--- src/rtl/sup_pkg.sv ---
package sup_pkg;
  typedef enum logic [1:0] {
    PH_OFF   = 2'd0,
    PH_DELAY = 2'd1,
    PH_MON   = 2'd2,
    PH_WRST  = 2'd3
  } phase_e;
endpackage

--- src/rtl/sup_sync.sv ---
module sup_sync #(
  parameter int W      = 2,
  parameter int STAGES = 2
) (
  input  logic         clk,
  input  logic         rst,
  input  logic [W-1:0] d_i,
  output logic [W-1:0] q_o
);
  logic [W-1:0] stg_q [STAGES];

  always_ff @(posedge clk) begin
    if (rst) begin
      for (int i = 0; i < STAGES; i++) stg_q[i] <= '0;
    end else begin
      stg_q[0] <= d_i;
      for (int i = 1; i < STAGES; i++) stg_q[i] <= stg_q[i-1];
    end
  end

  assign q_o = stg_q[STAGES-1];
endmodule

--- src/rtl/kick_qual.sv ---
module kick_qual #(
  parameter int MIN_PULSE = 4
) (
  input  logic clk,
  input  logic rst,
  input  logic lvl_i,
  output logic kick_o
);
  localparam int HW = $clog2(MIN_PULSE + 1);
  localparam logic [HW-1:0] H_SAT  = HW'(MIN_PULSE);
  localparam logic [HW-1:0] H_LAST = HW'(MIN_PULSE - 1);

  logic [HW-1:0] hcnt_q;
  logic          kick_q;

  always_ff @(posedge clk) begin
    if (rst) begin
      hcnt_q <= '0;
      kick_q <= 1'b0;
    end else begin
      if (!lvl_i)              hcnt_q <= '0;
      else if (hcnt_q != H_SAT) hcnt_q <= hcnt_q + 1'b1;
      kick_q <= lvl_i && (hcnt_q == H_LAST);
    end
  end

  assign kick_o = kick_q;


  kick_lvl_chk: assert property (@(posedge clk) disable iff (rst)
    kick_q |-> $past(lvl_i));

  kick_single_chk: assert property (@(posedge clk) disable iff (rst)
    kick_q |=> !kick_q);
endmodule

--- src/rtl/sup_fsm.sv ---
module sup_fsm
  import sup_pkg::*;
#(
  parameter int POR_CYCLES = 64,
  parameter int MON_CYCLES = 96,
  parameter int RST_CYCLES = 32,
  parameter int CW         = 8
) (
  input  logic clk,
  input  logic rst,
  input  logic supply_ok_i,
  input  logic wdt_en_i,
  input  logic kick_i,
  output logic rst_n_o
);
  localparam logic [CW-1:0] POR_LAST = CW'(POR_CYCLES - 1);
  localparam logic [CW-1:0] MON_LAST = CW'(MON_CYCLES - 1);
  localparam logic [CW-1:0] RST_LAST = CW'(RST_CYCLES - 1);

  phase_e        phase_q;
  logic [CW-1:0] cnt_q;
  logic          rst_n_q;

  always_ff @(posedge clk) begin
    if (rst || !supply_ok_i) begin
      phase_q <= PH_OFF;
      cnt_q   <= '0;
      rst_n_q <= 1'b0;
    end else begin
      case (phase_q)
        PH_OFF: begin
          phase_q <= PH_DELAY;
          cnt_q   <= '0;
          rst_n_q <= 1'b0;
        end
        PH_DELAY: begin
          if (cnt_q == POR_LAST) begin
            phase_q <= PH_MON;
            cnt_q   <= '0;
            rst_n_q <= 1'b1;
          end else begin
            cnt_q <= cnt_q + 1'b1;
          end
        end
        PH_MON: begin
          if (!wdt_en_i || kick_i) begin
            cnt_q <= '0;
          end else if (cnt_q == MON_LAST) begin
            phase_q <= PH_WRST;
            cnt_q   <= '0;
            rst_n_q <= 1'b0;
          end else begin
            cnt_q <= cnt_q + 1'b1;
          end
        end
        default: begin
          if (!wdt_en_i || cnt_q == RST_LAST) begin
            phase_q <= PH_MON;
            cnt_q   <= '0;
            rst_n_q <= 1'b1;
          end else begin
            cnt_q <= cnt_q + 1'b1;
          end
        end
      endcase
    end
  end

  assign rst_n_o = rst_n_q;


  sup_low_chk: assert property (@(posedge clk) disable iff (rst)
    !supply_ok_i |=> !rst_n_q);

  rise_sup_chk: assert property (@(posedge clk) disable iff (rst)
    $rose(rst_n_q) |-> $past(supply_ok_i));

  mon_bound_chk: assert property (@(posedge clk) disable iff (rst)
    (phase_q == PH_MON) |-> (cnt_q <= MON_LAST));

  wrst_bound_chk: assert property (@(posedge clk) disable iff (rst)
    (phase_q == PH_WRST) |-> (cnt_q <= RST_LAST));

  wdt_fall_chk: assert property (@(posedge clk) disable iff (rst)
    ($fell(rst_n_q) && $past(supply_ok_i)) |-> (phase_q == PH_WRST));

  inh_clear_chk: assert property (@(posedge clk) disable iff (rst)
    ($past(!wdt_en_i) && phase_q == PH_MON) |-> (cnt_q == '0));
endmodule

--- src/rtl/supply_supervisor.sv ---
module supply_supervisor #(
  parameter int POR_CYCLES   = 1380000,
  parameter int MON_CYCLES   = 2000000,
  parameter int MIN_PULSE    = 100,
  parameter bit WDT_ON_LEVEL = 1'b1
) (
  input  logic clk,
  input  logic rst,
  input  logic supply_ok_i,
  input  logic host_clk_i,
  input  logic inhibit_i,
  output logic rst_n_o
);
  localparam int RST_CYCLES = MON_CYCLES / 3;
  localparam int CMAX       = (POR_CYCLES > MON_CYCLES) ? POR_CYCLES : MON_CYCLES;
  localparam int CW         = $clog2(CMAX + 1);

  logic [1:0] raw_in;
  logic [1:0] syn_in;
  logic       kick;
  logic       wdt_en;

  assign raw_in = {inhibit_i, host_clk_i};

  sup_sync #(.W(2), .STAGES(2)) u_sync (
    .clk (clk),
    .rst (rst),
    .d_i (raw_in),
    .q_o (syn_in)
  );

  kick_qual #(.MIN_PULSE(MIN_PULSE)) u_kick (
    .clk    (clk),
    .rst    (rst),
    .lvl_i  (syn_in[0]),
    .kick_o (kick)
  );

  generate
    if (WDT_ON_LEVEL) begin : g_en_high
      assign wdt_en = syn_in[1];
    end else begin : g_en_low
      assign wdt_en = ~syn_in[1];
    end
  endgenerate

  sup_fsm #(
    .POR_CYCLES (POR_CYCLES),
    .MON_CYCLES (MON_CYCLES),
    .RST_CYCLES (RST_CYCLES),
    .CW         (CW)
  ) u_fsm (
    .clk         (clk),
    .rst         (rst),
    .supply_ok_i (supply_ok_i),
    .wdt_en_i    (wdt_en),
    .kick_i      (kick),
    .rst_n_o     (rst_n_o)
  );
endmodule

--- config.mk ---
export PLATFORM = sky130hd
export DESIGN_NAME = supply_supervisor
export DESIGN_NICKNAME = d
export VERILOG_FILES = /design/src/rtl/sup_pkg.sv /design/src/rtl/sup_sync.sv /design/src/rtl/kick_qual.sv /design/src/rtl/sup_fsm.sv /design/src/rtl/supply_supervisor.sv
export SDC_FILE = /design/constraint.sdc
export NUM_CORES = 1
export LEC_CHECK = 0
export ABC_AREA = 0
export CAP_MARGIN = 20
export CELL_PAD_IN_SITES_DETAIL_PLACEMENT = 0
export CELL_PAD_IN_SITES_GLOBAL_PLACEMENT = 1
export CORE_ASPECT_RATIO = 1.2
export CORE_MARGIN = 2
export CORE_UTILIZATION = 30
export CTS_CLUSTER_DIAMETER = 150
export DETAILED_ROUTE_END_ITERATION = 10
export GPL_ROUTABILITY_DRIVEN = 1
export HOLD_SLACK_MARGIN = 0.08
export PLACE_DENSITY_LB_ADDON = 0.1
export SLEW_MARGIN = 5
export SYNTH_ARGS = -nofsm -noshare
export SYNTH_HDL_FRONTEND = slang
export SYNTH_HIERARCHICAL = 1
export SYNTH_SLANG_ARGS = --single-unit
--- constraint.sdc ---
create_clock -name clk -period 4.16 [get_ports clk]
set_clock_uncertainty 0.1 [all_clocks]
set_input_delay 0.832 -clock clk [delete_from_list [all_inputs] [get_ports clk]]
set_output_delay 0.832 -clock clk [all_outputs]
set_load 0.005 [all_outputs]
==> impl_metrics.ini <==
[outcome]
status = completed

[routing]
drt-met1-wl_um = 1520
top_layer = met4
route.met2.wl_um = 1790
first_pass_iters = 4
drt-total-wl_um = 3440
wl_per_cell_um = 13.1
drcViolationCount = 0
drt_iter0_drc = 84
ant_nets = 0
wl_met3_um = 83
vias = 1370
vias_per_cell = 5.23

[worst_setup_path]
crit_fanout = 20
cp_data_arrival_time_ps = 2510
reg2reg_depth = 7
cp_data_required_time_ps = 4230
worst-r2r-setup-slack_ps = 1720
worstSetupStartpointType = flip-flop
r2r_start = u_fsm/cnt_q[0]
worstSetupPathType = reg2reg
crit_path_end_kind = flip-flop
critPathLaunch = u_fsm/cnt_q[0]
reg2reg_to = u_fsm/cnt_q[18]

[min_path]
hold_path.class = reg2reg
worstHoldPathCells = 1
worstHoldEndpoint = u_sync/stg_q[0][3]
hp-start = u_sync/stg_q[0][1]

[floorplan]
io_pins = 6
die_y_um = 86.1
initial_utilization_pct = 31.4
die_x_um = 72.4
rows = 29
fp.coreArea_um2 = 5370
die-area_um2 = 6240

[run]
maxCapViolCount = 0

[synthesis]
syn-cell-area_um2 = 1690
yosysWarnings = 6
ys_seq_elements = 36
syn_inst = 193
synth_nets = 202
syn_area_per_cell_um2 = 8.74
seq_area_frac_synth_pct = 42.7
synthDistinctLibCells = 38

[timing]
hold_viol = 0
worst_slew_pin_slew_ps = 666
relSlewSlack_pct = 55.3
fmax_mhz = 410
fin_crit_ps = 2440
drv_slew = 0
timing.final.crit_share_pct = 58.7
setup_tns_ps = 0
setup_viol = 0
rsz0062_at_grt = false

[clocking]
ctsHoldBuffers = 0
cts_buffer_depth = 2
cts.clk_slew.worst_paths_ps = 70
cts_tree = built
cts.sinks = 36
post_cts_resized = 0
clockRootBuffer = clkbuf_8
htreeDepth = 2
postCtsSetupRepairBufs = 0
cts_buffers = 5
worstSkewPairLatency_ps = 280

[layout]
drive_gt1_share_pct = 6.00
fin_area_um2 = 1850
antenna_cells = 0
nets = 209
areaGrowthSynthToFinish_pct = 9.87
layout_commonest_cell = dfxtp_1
mostFrequentLayoutCells = dfxtp_1 (36), nor2_1 (27), nand3_1 (15), xor2_1 (15), nand2_1 (13)

[placement]
hpwl_um = 2570
dpl_cell_area_um2 = 1780
place_congestion = 0.732
port_buffers = 5

[grt]
antenna_found_initial = 0
grt_usage_pct = 12.4
grt_pass1_vias = 1354
overflow = 0
grt_max_degree = 21
grt_first_pass_wirelength_um = 6040

[power_and_ir_drop]
total_leakage_power_nw = 0.603
vdd_ir_drop_max_mv = 0.102
p_per_area_nw_per_um2 = 321
[worst max-delay path, cell delays in order, from the launching register on]
cell,delay (ps)
dfxtp_1,420
ha_1,280
nand4_1,180
nor4_1,430
a311oi_1,270
o31ai_2,300
buf_4,270
nor2_1,80
[registers in the layout (all words and copies together) (netlist names)]
register	cells
u_kick/kick_o	1
u_fsm/phase_q	2
u_fsm/rst_n_o	1
u_sync/stg_q	4
u_fsm/cnt_q	21
u_kick/hcnt_q	7
[synth_stat cells, drive strengths merged]
cell | number | share of area [%]
a211oi | 1 | 0.45
a21oi | 6 | 1.8
a311oi | 1 | 0.52
a31oi | 2 | 0.74
and3 | 3 | 1.1
and4 | 3 | 1.6
and4b | 1 | 0.59
buf | 5 | 2.5
clkbuf | 1 | 0.22
dfxtp | 36 | 43
ha | 4 | 3.0
inv | 7 | 1.6
mux2i | 1 | 0.59
nand2 | 13 | 2.9
nand2b | 1 | 0.37
nand3 | 16 | 5.0
nand4 | 6 | 2.2
nand4b | 2 | 1.0
nand4bb | 1 | 0.67
nor2 | 28 | 6.4
nor2b | 8 | 3.0
nor3 | 7 | 2.1
nor3b | 1 | 0.45
nor4 | 5 | 1.9
o21a | 2 | 0.89
o21ai | 3 | 0.89
o31ai | 2 | 1.2
or3 | 3 | 1.1
or3b | 1 | 0.67
or4 | 1 | 0.45
xnor2 | 7 | 3.6
xor2 | 15 | 7.8
[worst max path at each step]
stage,cells past startpoint,slack [ps],end
after floorplan,6,2200,u_fsm/cnt_q[2]
after global placement,6,1810,u_fsm/cnt_q[12]
after detailed placement,5,1760,u_fsm/cnt_q[5]
after CTS,7,1790,u_fsm/cnt_q[18]
after global routing,7,1570,u_fsm/cnt_q[7]
final,7,1720,u_fsm/cnt_q[18]
[metal layers]
metal,vias to the layer above,GRT usage [%]
li1,682,-
met1,671,14.0
met5,-,0
met4,0,5.22
met2,11,21.9
met3,6,3.29
[cells by family after synthesis]
kind of cell / synth area share, %
multiplexers: 0.593
buffers and inverters: 4.30
adder cells (fa/ha/maj): 2.97
flip-flops: 42.7
AND/OR/NAND/NOR: 31.5
AO/OA/AOI/OAI: 6.45
XOR/XNOR: 11.4
[where the power goes]
part           switching, mW  internal [mW]  total [mW]  leakage [nW]
logic                0.00841        0.00886      0.0173         0.271
clock network          0.114          0.114       0.228        0.0410
registers            0.00242          0.348       0.351         0.291
[per-stage QoR]
| stage | util (%) | cells | power (mW) | hold slack [ps] | setup slack [ps] |
|---|---|---|---|---|---|
| 3_3_place_gp | 33.1 | 255 | 0.376 | 345 | 1810 |
| 4_1_cts | 34.5 | 262 | 0.608 | 359 | 1790 |
| 3_5_place_dp | 33.1 | 255 | 0.376 | 328 | 1760 |
| 2_1_floorplan | - | 193 | 0.370 | 314 | 2200 |
| 5_1_grt | 34.5 | 262 | 0.624 | 369 | 1570 |
| 6_report | 34.5 | 262 | 0.596 | 353 | 1720 |
[cell type report]
| type | instances | area [um2] |
|---|---|---|
| inverters | 7 | 26.3 |
| repair buffers | 6 | 57.6 |
| fillers | 584 | 3520 |
| clock inverters | 1 | 5.00 |
| clock buffers | 6 | 72.6 |
| well taps | 62 | 77.6 |
| flip-flops and latches | 36 | 721 |
| multi-input cells | 144 | 893 |
No activity file was read; power rests on OpenSTA's default activity.
